--- config.mk ---
export PLATFORM = sky130hd
export DESIGN_NAME = cdb_arbiter
export DESIGN_NICKNAME = d
export VERILOG_FILES = /design/src/rtl/cdb_pkg.sv /design/src/rtl/cdb_prio_pick.sv /design/src/rtl/cdb_bus_reg.sv /design/src/rtl/cdb_arbiter.sv
export SDC_FILE = /design/constraint.sdc
export NUM_CORES = 1
export LEC_CHECK = 0
export ABC_AREA = 1
export BUFFER_PORTS_ARGS = -buffer_cell sky130_fd_sc_hd__buf_2
export CORE_AREA = 2 2 123 125
export DETAILED_ROUTE_END_ITERATION = 10
export DIE_AREA = 0 0 125 127
export HOLD_SLACK_MARGIN = 0.1
export MAX_ROUTING_LAYER = met4
export PLACE_DENSITY = 0.59
export SETUP_SLACK_MARGIN = 0.1
export SYNTH_ARGS = -nofsm -noshare
export SYNTH_HDL_FRONTEND = slang
export SYNTH_SLANG_ARGS = --single-unit
--- constraint.sdc ---
create_clock -name clk -period 1 [get_ports clk]
set_input_delay 0.1 -clock clk [delete_from_list [all_inputs] [get_ports clk]]
set_output_delay 0.1 -clock clk [all_outputs]
set_load 0.02 [all_outputs]
--- src/rtl/cdb_pkg.sv ---
// Shared definitions for the result broadcast bus arbiter.
// Assumes the producer class code sits in the two top bits of the tag.
package cdb_pkg;
    typedef enum logic [1:0] {
        CLS_NONE   = 2'b00,
        CLS_ADDSUB = 2'b01,
        CLS_MULDIV = 2'b10,
        CLS_LOAD   = 2'b11
    } cdb_cls_e;
endpackage

--- src/rtl/cdb_prio_pick.sv ---
// Lowest-index-first picker for one producer group.
// Returns a one-hot grant, a found flag, the binary index and the
// selected value. Assumes IW is wide enough to hold N-1.
module cdb_prio_pick #(
    parameter int N  = 3,
    parameter int IW = 2,
    parameter int DW = 32
) (
    input  logic                  clk,
    input  logic                  rst_n,
    input  logic [N-1:0]          req,
    input  logic [N-1:0][DW-1:0]  vals,
    output logic [N-1:0]          gnt,
    output logic                  any,
    output logic [IW-1:0]         idx,
    output logic [DW-1:0]         val
);
    // Scan upward and keep the first requester found.
    always_comb begin
        gnt = '0;
        any = 1'b0;
        idx = '0;
        val = '0;
        for (int i = 0; i < N; i++) begin
            if (req[i] && !any) begin
                gnt[i] = 1'b1;
                any    = 1'b1;
                idx    = IW'(i);
                val    = vals[i];
            end
        end
    end


    pick_onehot_chk: assert property (@(posedge clk) disable iff (!rst_n)
        $onehot0(gnt) && ((req != '0) == (gnt != '0)));


    pick_granted_req_chk: assert property (@(posedge clk) disable iff (!rst_n)
        (gnt & ~req) == '0);
endmodule

--- src/rtl/cdb_bus_reg.sv ---
// Registered broadcast stage of the result bus.
// Captures the arbiter's next valid/tag/value on every edge; the
// synchronous active-low reset returns the bus to idle.
module cdb_bus_reg #(
    parameter int TW = 4,
    parameter int DW = 32
) (
    input  logic          clk,
    input  logic          rst_n,
    input  logic          nxt_valid,
    input  logic [TW-1:0] nxt_tag,
    input  logic [DW-1:0] nxt_value,
    output logic          bus_valid,
    output logic [TW-1:0] bus_tag,
    output logic [DW-1:0] bus_value
);
    // Load the next broadcast, or clear it under reset.
    always_ff @(posedge clk) begin
        if (!rst_n) begin
            bus_valid <= 1'b0;
            bus_tag   <= '0;
            bus_value <= '0;
        end else begin
            bus_valid <= nxt_valid;
            bus_tag   <= nxt_tag;
            bus_value <= nxt_value;
        end
    end


    idle_bus_chk: assert property (@(posedge clk) disable iff (!rst_n)
        !bus_valid |-> (bus_tag == '0 && bus_value == '0));


    valid_tag_chk: assert property (@(posedge clk) disable iff (!rst_n)
        bus_valid |-> (bus_tag[TW-1 -: 2] != 2'b00));
endmodule

--- src/rtl/cdb_arbiter.sv ---
// Result broadcast bus arbiter.
// Priority: add/sub slots, then mul/div slots, then non-store buffer
// entries, each group lowest index first. The grant is combinational;
// the broadcast is registered one edge later.
module cdb_arbiter
    import cdb_pkg::*;
#(
    parameter int N_ADD = 3,
    parameter int N_MUL = 2,
    parameter int N_LD  = 3,
    parameter int DW    = 32,
    localparam int NMAX = (N_ADD > N_MUL) ? ((N_ADD > N_LD) ? N_ADD : N_LD)
                                          : ((N_MUL > N_LD) ? N_MUL : N_LD),
    localparam int IDXW = (NMAX > 1) ? $clog2(NMAX) : 1,
    localparam int TW   = 2 + IDXW
) (
    input  logic                      clk,
    input  logic                      rst_n,
    input  logic [N_ADD-1:0]          add_req,
    input  logic [N_ADD-1:0][DW-1:0]  add_val,
    input  logic [N_MUL-1:0]          mul_req,
    input  logic [N_MUL-1:0][DW-1:0]  mul_val,
    input  logic [N_LD-1:0]           ld_req,
    input  logic [N_LD-1:0]           ld_is_store,
    input  logic [N_LD-1:0][DW-1:0]   ld_val,
    output logic [N_ADD-1:0]          add_gnt,
    output logic [N_MUL-1:0]          mul_gnt,
    output logic [N_LD-1:0]           ld_gnt,
    output logic                      wb_active,
    output logic                      cdb_valid,
    output logic [TW-1:0]             cdb_tag,
    output logic [DW-1:0]             cdb_value
);
    logic [N_ADD-1:0] add_pick;
    logic [N_MUL-1:0] mul_pick;
    logic [N_LD-1:0]  ld_pick;
    logic [N_LD-1:0]  ld_elig;
    logic             add_any, mul_any, ld_any;
    logic [IDXW-1:0]  add_idx, mul_idx, ld_idx;
    logic [DW-1:0]    add_sel, mul_sel, ld_sel;
    cdb_cls_e         win_cls;
    logic [IDXW-1:0]  win_idx;
    logic [DW-1:0]    win_val;

    // Stores never compete for the bus.
    assign ld_elig = ld_req & ~ld_is_store;

    cdb_prio_pick #(.N(N_ADD), .IW(IDXW), .DW(DW)) i_pick_add (
        .clk(clk), .rst_n(rst_n), .req(add_req), .vals(add_val),
        .gnt(add_pick), .any(add_any), .idx(add_idx), .val(add_sel));

    cdb_prio_pick #(.N(N_MUL), .IW(IDXW), .DW(DW)) i_pick_mul (
        .clk(clk), .rst_n(rst_n), .req(mul_req), .vals(mul_val),
        .gnt(mul_pick), .any(mul_any), .idx(mul_idx), .val(mul_sel));

    cdb_prio_pick #(.N(N_LD), .IW(IDXW), .DW(DW)) i_pick_ld (
        .clk(clk), .rst_n(rst_n), .req(ld_elig), .vals(ld_val),
        .gnt(ld_pick), .any(ld_any), .idx(ld_idx), .val(ld_sel));

    // Gate lower-priority groups behind the higher ones.
    assign add_gnt   = add_pick;
    assign mul_gnt   = add_any ? '0 : mul_pick;
    assign ld_gnt    = (add_any || mul_any) ? '0 : ld_pick;
    assign wb_active = add_any || mul_any || ld_any;

    // Choose the class, index and value of the winning group.
    always_comb begin
        win_cls = CLS_NONE;
        win_idx = '0;
        win_val = '0;
        if (add_any) begin
            win_cls = CLS_ADDSUB;
            win_idx = add_idx;
            win_val = add_sel;
        end else if (mul_any) begin
            win_cls = CLS_MULDIV;
            win_idx = mul_idx;
            win_val = mul_sel;
        end else if (ld_any) begin
            win_cls = CLS_LOAD;
            win_idx = ld_idx;
            win_val = ld_sel;
        end
    end

    cdb_bus_reg #(.TW(TW), .DW(DW)) i_bus (
        .clk(clk), .rst_n(rst_n),
        .nxt_valid(wb_active),
        .nxt_tag({win_cls, win_idx}),
        .nxt_value(win_val),
        .bus_valid(cdb_valid), .bus_tag(cdb_tag), .bus_value(cdb_value));


    one_winner_chk: assert property (@(posedge clk) disable iff (!rst_n)
        $onehot0({add_gnt, mul_gnt, ld_gnt}));


    mul_after_add_chk: assert property (@(posedge clk) disable iff (!rst_n)
        (mul_gnt != '0) |-> (add_req == '0));


    ld_last_chk: assert property (@(posedge clk) disable iff (!rst_n)
        (ld_gnt != '0) |-> (add_req == '0 && mul_req == '0));


    no_store_gnt_chk: assert property (@(posedge clk) disable iff (!rst_n)
        (ld_gnt & ld_is_store) == '0);


    wb_matches_gnt_chk: assert property (@(posedge clk) disable iff (!rst_n)
        wb_active == ({add_gnt, mul_gnt, ld_gnt} != '0));
endmodule

Yosys cells after proc, flatten, opt, wreduce, memory -nomap -nowiden:

Cells that the tools add are included.

* memories kept: 0
* memory bits (writable): 0
* output and inout bits: 46
* word-level logic and storage cells: 57
* memory bits (read-only): 0
* register bits after elaboration: 37
* bits in latches: 0
* bits of input ports: 269

* divide/modulo/power cells: 0
* $mul: 0
* order comparisons: 0
* reductions and logical operators: 13
* mux-type cells: 37
* shift operators: 0
* bitwise operators: 3
* add/sub/neg operators: 0
* eq/ne operators: 0

Operator list (number)
* 32-bit two-way mux: 11
* 1-bit two-way mux: 17
* 2-bit two-way mux: 8
* 1-bit logical AND: 5
* 1-bit logical NOT: 5
* 3-bit bitwise AND: 1
* 3-bit two-way mux: 1
* 3-bit NOT: 1
* 1-bit logical OR: 2
* 2-bit OR reduction: 1
* 1-bit NOT: 1

Depth between registers and ports, before layout:

* depth after elaboration: 12
* gate-level depth with buffers: 10
* mapped depth without buffers: 9

Hierarchy:

From an unflattened synthesis, not the netlist that was laid out.

* cell total of the unflattened synthesis: 719
* area total of the unflattened synthesis: 4351.7 um^2

Modules (own cells, without submodules)
* cdb_prio_pick (i_pick_add ...): cells an instance 156, times used 2, area each 790.8 um^2, sequential area each 0.0 um^2
* cdb_bus_reg: cells an instance 115, times used 1, area each 1063.5 um^2, sequential area each 740.7 um^2
* cdb_arbiter: cells an instance 177, times used 1, area each 952.2 um^2, sequential area each 0.0 um^2
* cdb_prio_pick (i_pick_mul): cells an instance 115, times used 1, area each 754.5 um^2, sequential area each 0.0 um^2

Worst setup path before layout:

No wires, ideal clock.

* path type: input to output
* start: input add_req[0]
* end: output ld_gnt[1]
* slack: -0.247 ns
* data required time: 0.900 ns
* buffers on the path: 2
* stages: 7
* arrival: 1.147 ns
* path through: buf_6 -> clkinv_4 -> nand3_2 -> buf_6 -> nor2_1 -> inv_1 -> nor3_1

* word-level cells in the longest chain between the ends: 9

Ends and longest elaborated chain
* start: declaration: RTL line cdb_arbiter.sv:19 `input logic [N_ADD-1:0] add_req,`
* 1-bit two-way mux (*): RTL line cdb_prio_pick.sv:25 `if (req[i] && !any) begin`
* 1-bit logical NOT: RTL line cdb_prio_pick.sv:25
* 1-bit logical AND: RTL line cdb_prio_pick.sv:25
* 1-bit two-way mux (*): RTL line cdb_prio_pick.sv:25
* 1-bit logical NOT: RTL line cdb_prio_pick.sv:25
* 1-bit logical AND: RTL line cdb_prio_pick.sv:25
* 1-bit two-way mux (*): RTL line cdb_prio_pick.sv:25
* 1-bit logical OR (*): RTL line cdb_arbiter.sv:63 `assign ld_gnt = (add_any || mul_any) ? '0 : ld_pick;`
* 3-bit two-way mux (*): RTL line cdb_arbiter.sv:63
* end: declaration: RTL line cdb_arbiter.sv:28 `output logic [N_LD-1:0] ld_gnt,`

Every way passes the cells marked *; elsewhere a longest branch is shown, timed or not.

Final worst setup path:

* start: input add_req[2]
* end: register i_bus.bus_value[5]

* word-level cells in the longest chain between the ends: 3
* elaborated cells on any way between the ends: 4
* classes of those cells: 3 x mux; 1 x reduce/logical

Ends and longest elaborated chain
* 1-bit logical AND (*): RTL line cdb_prio_pick.sv:25
* 32-bit two-way mux / 1-bit two-way mux (equally long branches): RTL line cdb_prio_pick.sv:25
* 32-bit two-way mux (*): RTL line cdb_arbiter.sv:71 `if (add_any) begin`
* end signal: assignment: RTL line cdb_bus_reg.sv:26 `bus_value <= nxt_value;`
* end: declaration: RTL line cdb_bus_reg.sv:15 `output logic [DW-1:0] bus_value`

Marked as above.
A chain may end at the register's enable or synchronous reset.

==> results.tsv <==
stage	metric	value	unit
timing	tns	-0.937	ns
pwr	p_seq_frac	0.289	
detailed_routing	drc	0	
grt	grt_pass1_vias	5515	
cells_and_area	final_common_cell	buf_2	
place	dp_hpwl	15400	um
synthesis	yosys_register_bits	37	
detailed_routing	drt_first_pass_iters	5	
clock_network	clock-sinks	37	
critical_path	required	1.18	ns
synthesis	synth_nets	882	
synthesis	syn_avg_cell_area	5.53	um^2
timing	rsz0062_at_grt	yes	
synthesis	netlist_area	3390	um^2
die	core_area	14400	um^2
worst_hold_path	hold_class	in2reg	
status	status	complete, but fails checks	
critical_path	cp_max_fo	6	
critical_path	start_kind	primary input	
timing	slew_violations	0	
detailed_routing	wl_per_cell	17.2	um
place	place_congestion	0.938	
critical_path	worst-setup-path-type	in2reg	
timing	timing.fmax	880	MHz
critical_path	crit_start	add_req[2]	
grt	grt_pass1_wl	29700	um
timing	hold_viol	0	
critical_path	crit_family	buffers and inverters	
pwr	internal-power	3670	uW
synthesis	synthCells	613	
pwr	p_switching	1950	uW
worst_hold_path	min_to	i_bus.bus_value[31]$_SDFF_PN0_	
die	die-area	15900	um^2
critical_path	endpoint_kind	flop	
detailed_routing	vias_per_cell	4.83	
detailed_routing	vias	5615	
pwr	vdd_drop_max	0.578	mV
synthesis	synth_seq_area_share	0.218	
detailed_routing	ant_nets	0	
critical_path	critical_path.max_stage_delay	0.29	ns
worst_hold_path	hold_depth	3	
timing	setup_viol_count_final	27	
cells_and_area	fin_util	0.458	
cells_and_area	nets	1248	
detailed_routing	routed_wl	20000	um
place	dp_slack	-0.442	ns
critical_path	cp_cell_sequence	buf_6, clkinvlp_4, buf_4, buf_12, nor2_8, buf_4, inv_2, o211ai_1, buf_4, a21oi_1	
clock_network	tritoncts	built	
synthesis	yosysWarnings	0	
grt	antenna_found_initial	1	
pwr	clkPwrFrac	0.274	
die	die_w	125	um
timing	worst_pin_slew	0.321	ns
pwr	power_density	849	nW/um^2
critical_path	slowest_stage	o211ai_1	
timing	layout_setup_ws	-0.136	ns
die	start_util	0.235	
clock_network	cts_root_buf	clkbuf_16	
place	post_dp_cell_area	5590	um^2
die	die_h	127	um
die	rows	44	
timing	post-route-period-util	1.14	
pwr	p_leak	0.00346	uW
cells_and_area	design_area	6610	um^2
critical_path	critPathMostFrequentCell	buf_4	
detailed_routing	drtIter0Drc	316	
grt	grt_max_degree	33	
clock_network	cts_buffer_depth	2	
worst_hold_path	hold_start	mul_val[63]	
run	drv_cap	0	
timing	slew_headroom	0.785	
status	failed_checks	negative setup slack	
place	io_buffers	314	
clock_network	h-tree-depth	2	
synthesis	synth_cell_types	25	
pwr	pwr-share-comb	0.436	
pwr	p_sw_frac	0.347	
cells_and_area	final_cell_mix	290 x buf_2, 234 x nand2_1, 75 x nand3_1	
clock_network	cts_made_buffers	5	
die	ios	315	
clock_network	path_clk_slew	0.06	ns
cells_and_area	area_delta_synth_final	94.9	%
timing	fin_crit	1.14	ns
grt	overflow	0	
grt	grtUsageTotal	0.250	
cells_and_area	final_layout_size_suffix_gt1_frac	0.493	
critical_path	crit_arrival	1.31	ns
critical_path	cp_num_buf_inv	7	
## routing by layer
| layer | global-route usage | up-vias | wire length, um |
|---|---|---|---|
| li1 | - | 2749 | - |
| met1 | 0.274 | 2529 | 7670 |
| met2 | 0.447 | 299 | 10200 |
| met3 | 0.0523 | 38 | 1480 |
| met4 | 0.0941 | 0 | 699 |
| met5 | - | - | 0 |
## timing repair
action / in CTS / in global routing
gates cloned: 6 / 0
gates resized for setup: 76 / 39
hold buffers: 8 / 0
buffers inserted: 22 / 6
hold endpoints to repair: 8 / 0
pin swaps: 25 / 16
endpoints found under the setup margin: 40 / 47
## worst max-delay path by stage
stage,endpoint,slack (ns),depth (start not counted)
floorplan,i_bus.bus_value[17]$_SDFF_PN0_,0.01,9
finish,i_bus.bus_value[5]$_SDFF_PN0_,-0.14,10
global placement,i_bus.bus_value[21]$_SDFF_PN0_,-0.45,9
detailed placement,i_bus.bus_value[21]$_SDFF_PN0_,-0.44,9
CTS,ld_gnt[1],-0.1,8
global route,i_bus.bus_value[5]$_SDFF_PN0_,-0.14,10
## power by group through the flow
stage               logic (uW)  clock network, uW  registers, uW
floorplan                  841                  0           1790
global placement          2080                  0           1650
detailed placement        2080                  0           1650
CTS                       2390               1590           1620
global route              2640               1640           1630
finish                    2450               1540           1620
## per-stage QoR
step | cells | total power, uW | hold slack, ns
finish | 1163 | 5620 | 0.107
global placement | 1116 | 3730 | 0.383
CTS | 1156 | 5600 | 0.101
global route | 1163 | 5920 | 0.110
floorplan | 613 | 2630 | 0.293
detailed placement | 1116 | 3740 | 0.388
## cell usage after synthesis, drive strengths merged
cell      n  area [um^2]
a21oi    34          181
a31oi    30          188
buf      33          229
clkbuf   17         63.8
clkinv    2         12.5
dfxtp    37          741
inv      17         63.8
nand2   256          990
nand3    79          405
nand4    23          144
nor2     76          312
nor3      2         10.0
o211ai    7         52.6
## kinds of logic (layout without fill, tap and decap cells)
group                  Yosys count  in the layout  share of synthesized area
other                            0              1                          0
buffers and inverters           69            434                      0.109
AND/OR/NAND/NOR                436            436                      0.549
flip-flops                      37             37                      0.218
AO/OA/AOI/OAI                   71             71                      0.124
## state kept, by name (all words and copies together) (netlist names)
name             count
i_bus.bus_tag        4
i_bus.bus_value     32
i_bus.bus_valid      1
## cell type report
type                            instances  area, um^2
Fill cell                            1519        7810
Timing Repair Buffer                  409        2880
Multi-Input combinational cell        507        2520
Sequential cell                        37         744
Tap cell                              184         230
Clock buffer                            5         125
Inverter                               19         101
Clock inverter                          1        5.00
Antenna cell                            1        2.50
No activity file was read; power rests on OpenSTA's default activity.
